$ cat config.mk
export PLATFORM = sky130hd
export DESIGN_NAME = dmairq_flag_reg
export DESIGN_NICKNAME = d
export VERILOG_FILES = /design/src/rtl/dmairq_pkg.sv /design/src/rtl/dmairq_ctrl_fields.sv /design/src/rtl/dmairq_flag_bank.sv /design/src/rtl/dmairq_master_eval.sv /design/src/rtl/dmairq_flag_reg.sv
export SDC_FILE = /design/constraint.sdc
export NUM_CORES = 1
export LEC_CHECK = 0
export BUFFER_PORTS_ARGS = -buffer_cell sky130_fd_sc_hd__buf_4
export CORE_MARGIN = 4
export CORE_UTILIZATION = 41
export DETAILED_ROUTE_END_ITERATION = 12
export HOLD_SLACK_MARGIN = 0.06
export PLACE_DENSITY = 0.82
export SLEW_MARGIN = 40
export SYNTH_ARGS = -nofsm -noshare
export SYNTH_HDL_FRONTEND = slang
export SYNTH_SLANG_ARGS = --single-unit
$ cat constraint.sdc
create_clock -name clk -period 1.9 [get_ports clk]
set_input_delay 0.095 -clock clk [delete_from_list [all_inputs] [get_ports clk]]
set_output_delay 0.095 -clock clk [all_outputs]
set_load 0.02 [all_outputs]
$ cat src/rtl/dmairq_pkg.sv
// Package: bit positions and widths of the DMA interrupt flag register.
// Assumes a 32-bit register with at most seven DMA channels.
package dmairq_pkg;
    localparam int REG_W     = 32;
    localparam int MAX_CH    = 7;
    localparam int LOW_W     = 6;
    localparam int FORCE_BIT = 15;
    localparam int EN_LSB    = 16;
    localparam int MEN_BIT   = 23;
    localparam int FLAG_LSB  = 24;
    localparam int SUM_BIT   = 31;

    // Stored control fields, grouped for passing between modules
    typedef struct packed {
        logic             master_en;
        logic [MAX_CH-1:0] chan_en;
        logic             force_irq;
        logic [LOW_W-1:0] low_bits;
    } ctrl_t;
endpackage

$ cat src/rtl/dmairq_ctrl_fields.sv
// Module: holds the directly writable control fields (low bits, force,
// per-channel enables, master enable). Assumes a write replaces every
// field at once; unused enable positions above NUM_CH stay zero.
module dmairq_ctrl_fields
    import dmairq_pkg::*;
#(
    parameter int NUM_CH = 7
) (
    input  logic              clk,
    input  logic              rst_n,
    input  logic              wr_en,
    input  logic [REG_W-1:0]  wr_data,
    output ctrl_t             ctrl_q,
    output ctrl_t             ctrl_d
);
    ctrl_t written;

    // Extract the control fields from the write data
    always_comb begin
        written           = '0;
        written.low_bits  = wr_data[LOW_W-1:0];
        written.force_irq = wr_data[FORCE_BIT];
        written.chan_en[NUM_CH-1:0] = wr_data[EN_LSB +: NUM_CH];
        written.master_en = wr_data[MEN_BIT];
    end

    // Select the next control value: written fields or held value
    always_comb begin
        ctrl_d = wr_en ? written : ctrl_q;
    end

    // Store the control fields
    always_ff @(posedge clk) begin
        if (!rst_n) begin
            ctrl_q <= '0;
        end else begin
            ctrl_q <= ctrl_d;
        end
    end
endmodule

$ cat src/rtl/dmairq_flag_bank.sv
// Module: one completion flag per channel, write-1-to-clear, set by a
// completion pulse gated by the channel's enable as stored before the
// edge. A set in the same cycle as a clear wins.
module dmairq_flag_bank
    import dmairq_pkg::*;
#(
    parameter int NUM_CH = 7
) (
    input  logic              clk,
    input  logic              rst_n,
    input  logic              wr_en,
    input  logic [NUM_CH-1:0] clr_bits,
    input  logic [NUM_CH-1:0] done_i,
    input  logic [NUM_CH-1:0] chan_en_q,
    output logic [NUM_CH-1:0] flags_q,
    output logic [NUM_CH-1:0] flags_d
);
    for (genvar ch = 0; ch < NUM_CH; ch++) begin : g_flag
        logic clr_hit;
        logic set_hit;

        // Decode the clear and set events for this channel
        always_comb begin
            clr_hit = wr_en && clr_bits[ch];
            set_hit = done_i[ch] && chan_en_q[ch];
            flags_d[ch] = set_hit || (flags_q[ch] && !clr_hit);
        end

        // Hold the flag of this channel
        always_ff @(posedge clk) begin
            if (!rst_n) begin
                flags_q[ch] <= 1'b0;
            end else begin
                flags_q[ch] <= flags_d[ch];
            end
        end
    end
endmodule

$ cat src/rtl/dmairq_master_eval.sv
// Module: recomputes the summary bit from the next field values and
// emits a one-cycle request when the summary bit goes from 0 to 1.
// Assumes inputs are the values that will be registered at this edge.
module dmairq_master_eval #(
    parameter int NUM_CH = 7
) (
    input  logic              clk,
    input  logic              rst_n,
    input  logic              master_en_d,
    input  logic              force_d,
    input  logic [NUM_CH-1:0] flags_d,
    output logic              summary_q,
    output logic              req_q
);
    logic summary_d;

    // Summary term from the fields about to be stored
    always_comb begin
        summary_d = (master_en_d && (|flags_d)) || force_d;
    end

    // Register the summary bit and the rising-edge request
    always_ff @(posedge clk) begin
        if (!rst_n) begin
            summary_q <= 1'b0;
            req_q     <= 1'b0;
        end else begin
            summary_q <= summary_d;
            req_q     <= summary_d && !summary_q;
        end
    end
endmodule

$ cat src/rtl/dmairq_flag_reg.sv
// Top: DMA interrupt flag register. Combines the control fields, the
// flag bank and the summary evaluator into one 32-bit readable word.
// Assumes NUM_CH is between 1 and 7; the write port has no address.
module dmairq_flag_reg
    import dmairq_pkg::*;
#(
    parameter int NUM_CH = 7
) (
    input  logic              clk,
    input  logic              rst_n,
    input  logic              wr_en,
    input  logic [31:0]       wr_data,
    input  logic [NUM_CH-1:0] done_i,
    output logic [31:0]       rd_data,
    output logic              irq_pulse_o
);
    ctrl_t             ctrl_q;
    ctrl_t             ctrl_d;
    logic [NUM_CH-1:0] flags_q;
    logic [NUM_CH-1:0] flags_d;
    logic              summary_q;
    logic              unused_wr;

    // Bits 6..14 and 31 of the write data carry no state
    assign unused_wr = ^wr_data;

    dmairq_ctrl_fields #(.NUM_CH(NUM_CH)) u_ctrl (
        .clk     (clk),
        .rst_n   (rst_n),
        .wr_en   (wr_en),
        .wr_data (wr_data),
        .ctrl_q  (ctrl_q),
        .ctrl_d  (ctrl_d)
    );

    dmairq_flag_bank #(.NUM_CH(NUM_CH)) u_flags (
        .clk       (clk),
        .rst_n     (rst_n),
        .wr_en     (wr_en),
        .clr_bits  (wr_data[FLAG_LSB +: NUM_CH]),
        .done_i    (done_i),
        .chan_en_q (ctrl_q.chan_en[NUM_CH-1:0]),
        .flags_q   (flags_q),
        .flags_d   (flags_d)
    );

    dmairq_master_eval #(.NUM_CH(NUM_CH)) u_sum (
        .clk         (clk),
        .rst_n       (rst_n),
        .master_en_d (ctrl_d.master_en),
        .force_d     (ctrl_d.force_irq),
        .flags_d     (flags_d),
        .summary_q   (summary_q),
        .req_q       (irq_pulse_o)
    );

    // Assemble the readable word from the stored fields
    always_comb begin
        rd_data                       = '0;
        rd_data[LOW_W-1:0]            = ctrl_q.low_bits;
        rd_data[FORCE_BIT]            = ctrl_q.force_irq;
        rd_data[EN_LSB +: NUM_CH]     = ctrl_q.chan_en[NUM_CH-1:0];
        rd_data[MEN_BIT]              = ctrl_q.master_en;
        rd_data[FLAG_LSB +: NUM_CH]   = flags_q;
        rd_data[SUM_BIT]              = summary_q;
    end
endmodule

==> run summary <==
The height of the chip was 56.9 um; the number of setup violations in the final report was 0. The run gives 0.00223 mm^2 as the area inside the core boundary. The critical path goes through mux2_2, nand2_1, nand4_1, o21a_1. The cell count after synthesis came out at 98. The die is 56.9 um wide. The logs give 0 for the final number of max-transition violations and 0 for the remaining number of nets flagged by the antenna check after routing. The setup TNS was 0 ns.

The violation count after the first detailed-routing iteration is 6, and the flip-flop and latch count after synthesis is 24. The tools report the met3 usage in global routing as 0.0575. After synthesis, the most frequently instantiated cells are sky130_fd_sc_hd__dfxtp_1 (24), sky130_fd_sc_hd__nor2_1 (20), sky130_fd_sc_hd__mux2i_1 (13), sky130_fd_sc_hd__buf_4 (11), sky130_fd_sc_hd__nand2_1 (7). The placement-stage cell area was 0.00136 mm^2.

The area growth from synthesis to layout is 61.6%. The clock reaches the later pin of the worst-skew pair after 0.31 ns. By instance count, the leading cell after synthesis is sky130_fd_sc_hd__dfxtp_1. The worst setup path is launched from a flip-flop. In the routed layout, each cell is associated on average with a via count of 4.68. The floorplan step defined a die boundary enclosing 0.00324 mm^2. The clock skew is 0.00518 ns, and the average instance area after synthesis is 10.0 um^2. The run gives 0 as the initial antenna violation count. The flow ran to the end, and the final reports show no timing, DRC or antenna violations. The finished layout holds 198 standard cells, fillers aside. Among all stages on the critical path, the largest delay is contributed by sky130_fd_sc_hd__dfxtp_1. Input and output buffers added on the ports amount to 55. The initial core utilization is 0.439, and the number of enable flip-flop cells after synthesis is 0. In the synthesized netlist the dominant register cell turns out to be sky130_fd_sc_hd__dfxtp_1. The combined global-route utilization of all metal layers was 0.167.

The count of H-tree levels built during CTS is 1, and the final antenna diode count is 0. The largest single stage delay on the critical path is 0.33 ns. For this run, the number of Yosys warnings is 0. Critical path class: reg2reg. The leakage power figure came out at 0.795 nW.

The worst setup path is captured at a flip-flop. TritonCTS built the clock tree. The first global-routing pass estimated 4.30 mm of wire. Number of rows in the core area: 17.

The share of the synthesized area in the top cell type works out to 0.490. The register area share after synthesis is 0.490, and the worst max-slew margin expressed relative to the limit is 0.606. Layer with the highest usage after global routing: met2. The number of hold violations in the final report was 0; the data required time of the worst path was 2.12 ns.

The tools report the number of buffers inserted during clock tree synthesis as 3. The total grt overflow was 0. The run gives 1.08 mW as the post-route total power. Hold is met by 0.0765 ns.

The ratio of cells with drive above 1 in the final layout was 0.406; the number of top-level design ports was 75. For the pin with the worst max-slew slack, the measured transition is 0.591 ns. The critical-path maximum fanout came out at 4. In this run, distinct cell masters in the synthesized netlist total 17.

The logs give 23 for the largest net degree at the start of global routing and 175 for the number of placed instances, taps included. The first detailed-routing pass ran for 2 iterations. The DRC violation count after routing is 0.

The number of global-route vias before repair came out at 1001. The cell area power density was 684 mW/mm^2. After routing the design area is 0.00158 mm^2. The routed design could run at a clock period as short as 1.17 ns.

The run gives 2 as the number of buffers on the longest clock path. The tools report the number of setup buffers added after CTS as 0. The worst voltage drop across the vdd grid is 0.469 mV. After clock tree synthesis, the clock-pin slew on the worst setup and hold paths is 0.13 ns.

The logs give 0.178 for the met1 track utilization from global routing and 2.49 mm for the detailed-route wire length. The run gives 857 MHz as the fmax. For this run, the post-layout net count is 213.

Data arrives at the worst endpoint at 1.39 ns. Setup repair after global routing left no endpoint under its margin. CTS saw 24 sinks. Sorting the synthesized cells by area gives the leading types as sky130_fd_sc_hd__dfxtp_1 (49%), sky130_fd_sc_hd__mux2i_1 (13%), sky130_fd_sc_hd__buf_4 (8.4%).

The synthesized design spends more area on one cell type than any other, namely sky130_fd_sc_hd__dfxtp_1. The post-route fraction of the period consumed by the critical path was 0.614. The type of the tightest min-delay check was in2reg. Summing every instance area after synthesis gives 980 um^2. Across the run, the number of max-cap violations was 0. Final weighted congestion of routability-driven global placement: 0.719.

The cell sitting at the root of the clock tree is a sky130_fd_sc_hd__clkbuf_4. The post-synthesis async set-or-reset flop share came out at 0. After detailed routing, the average wire length per cell comes to 12.6 um.

For the routing usage on met2, the log shows 0.284. Detailed placement ended at an HPWL of 1.76 mm. The routed layout has 926 vias.
-- final cells by class --
cell class | count | area [um^2]
Tap cell | 28 | 35.0
Timing Repair Buffer | 74 | 603
Fill cell | 174 | 651
Multi-Input combinational cell | 65 | 417
Clock buffer | 4 | 36.3
Inverter | 3 | 11.3
Sequential cell | 24 | 480
-- power breakdown --
group	total [mW]	leakage (nW)	switching, mW	internal [mW]
combinational	0.267	0.577	0.128	0.139
sequential	0.552	0.197	0.0190	0.533
clock	0.263	0.0210	0.146	0.117
-- sequential cells by signal (all words and copies together), names as in the netlist --
name / count
u_ctrl.ctrl_q: 15
u_sum.req_q: 1
u_flags.flags_q: 7
u_sum.summary_q: 1
-- path summary, 6_finish.rpt --
kind / to / depth (start not counted) / from / slack (ns)
min: u_flags.flags_q[6]$_SDFF_PN0_ / 3 / done_i[6] / 0.08
max: u_sum.req_q$_SDFF_PN0_ / 4 / u_ctrl.ctrl_q[6]$_SDFF_PN0_ / 0.73
min reg2reg: u_ctrl.ctrl_q[2]$_SDFFE_PN0P_ / 2 / u_ctrl.ctrl_q[2]$_SDFFE_PN0P_ / 0.51
max reg2reg: u_sum.req_q$_SDFF_PN0_ / 4 / u_ctrl.ctrl_q[6]$_SDFF_PN0_ / 0.73
-- through the flow --
stage,util,setup slack [ns]
after detailed placement,0.607,0.555
final,0.709,0.733
after global routing,0.709,0.634
after CTS,0.709,0.754
after global placement,0.607,0.589
after floorplan,-,0.770
-- cell usage in the layout (no fill, tap or decap) --
cell type,Yosys,routed
sky130_fd_sc_hd__a21oi_1,1,1
sky130_fd_sc_hd__a22oi_1,1,1
sky130_fd_sc_hd__a22oi_2,6,6
sky130_fd_sc_hd__a2bb2oi_1,1,1
sky130_fd_sc_hd__buf_4,11,55
sky130_fd_sc_hd__clkbuf_4,0,3
sky130_fd_sc_hd__clkbuf_8,0,1
sky130_fd_sc_hd__conb_1,1,9
sky130_fd_sc_hd__dfxtp_1,24,24
sky130_fd_sc_hd__dlygate4sd3_1,0,19
sky130_fd_sc_hd__inv_1,3,3
sky130_fd_sc_hd__mux2_2,2,2
sky130_fd_sc_hd__mux2i_1,13,13
sky130_fd_sc_hd__nand2_1,7,7
sky130_fd_sc_hd__nand2_2,2,2
sky130_fd_sc_hd__nand4_1,2,2
sky130_fd_sc_hd__nor2_1,20,20
sky130_fd_sc_hd__o21a_1,1,1
-- what timing repair did --
action / in CTS / in global routing
endpoints found under the setup margin: 0 / 0
endpoints found under the hold margin: 20 / 0
resized for setup: 0 / 0
hold buffers: 19 / 0
-- critical path, delay by kind of cell, from the launching register on --
family	cells	cell delay, ns
mux	1	0.25
flops	1	0.33
compound gates	1	0.20
simple gates	2	0.30
-- metal layers --
metal	part of all wire	wire (um)
met2	0.47	1180
met4	0.035	88
met3	0.10	256
met5	0	0
met1	0.39	965
-- cell families after synthesis --
kind of cell / Yosys count / synth area share
compound gates: 10 / 0.106
buf+inv: 17 / 0.115
flops: 24 / 0.490
mux: 15 / 0.156
other cells: 1 / 0.00383
simple gates: 31 / 0.129
Note: power is estimated with default switching activity, not from simulation.
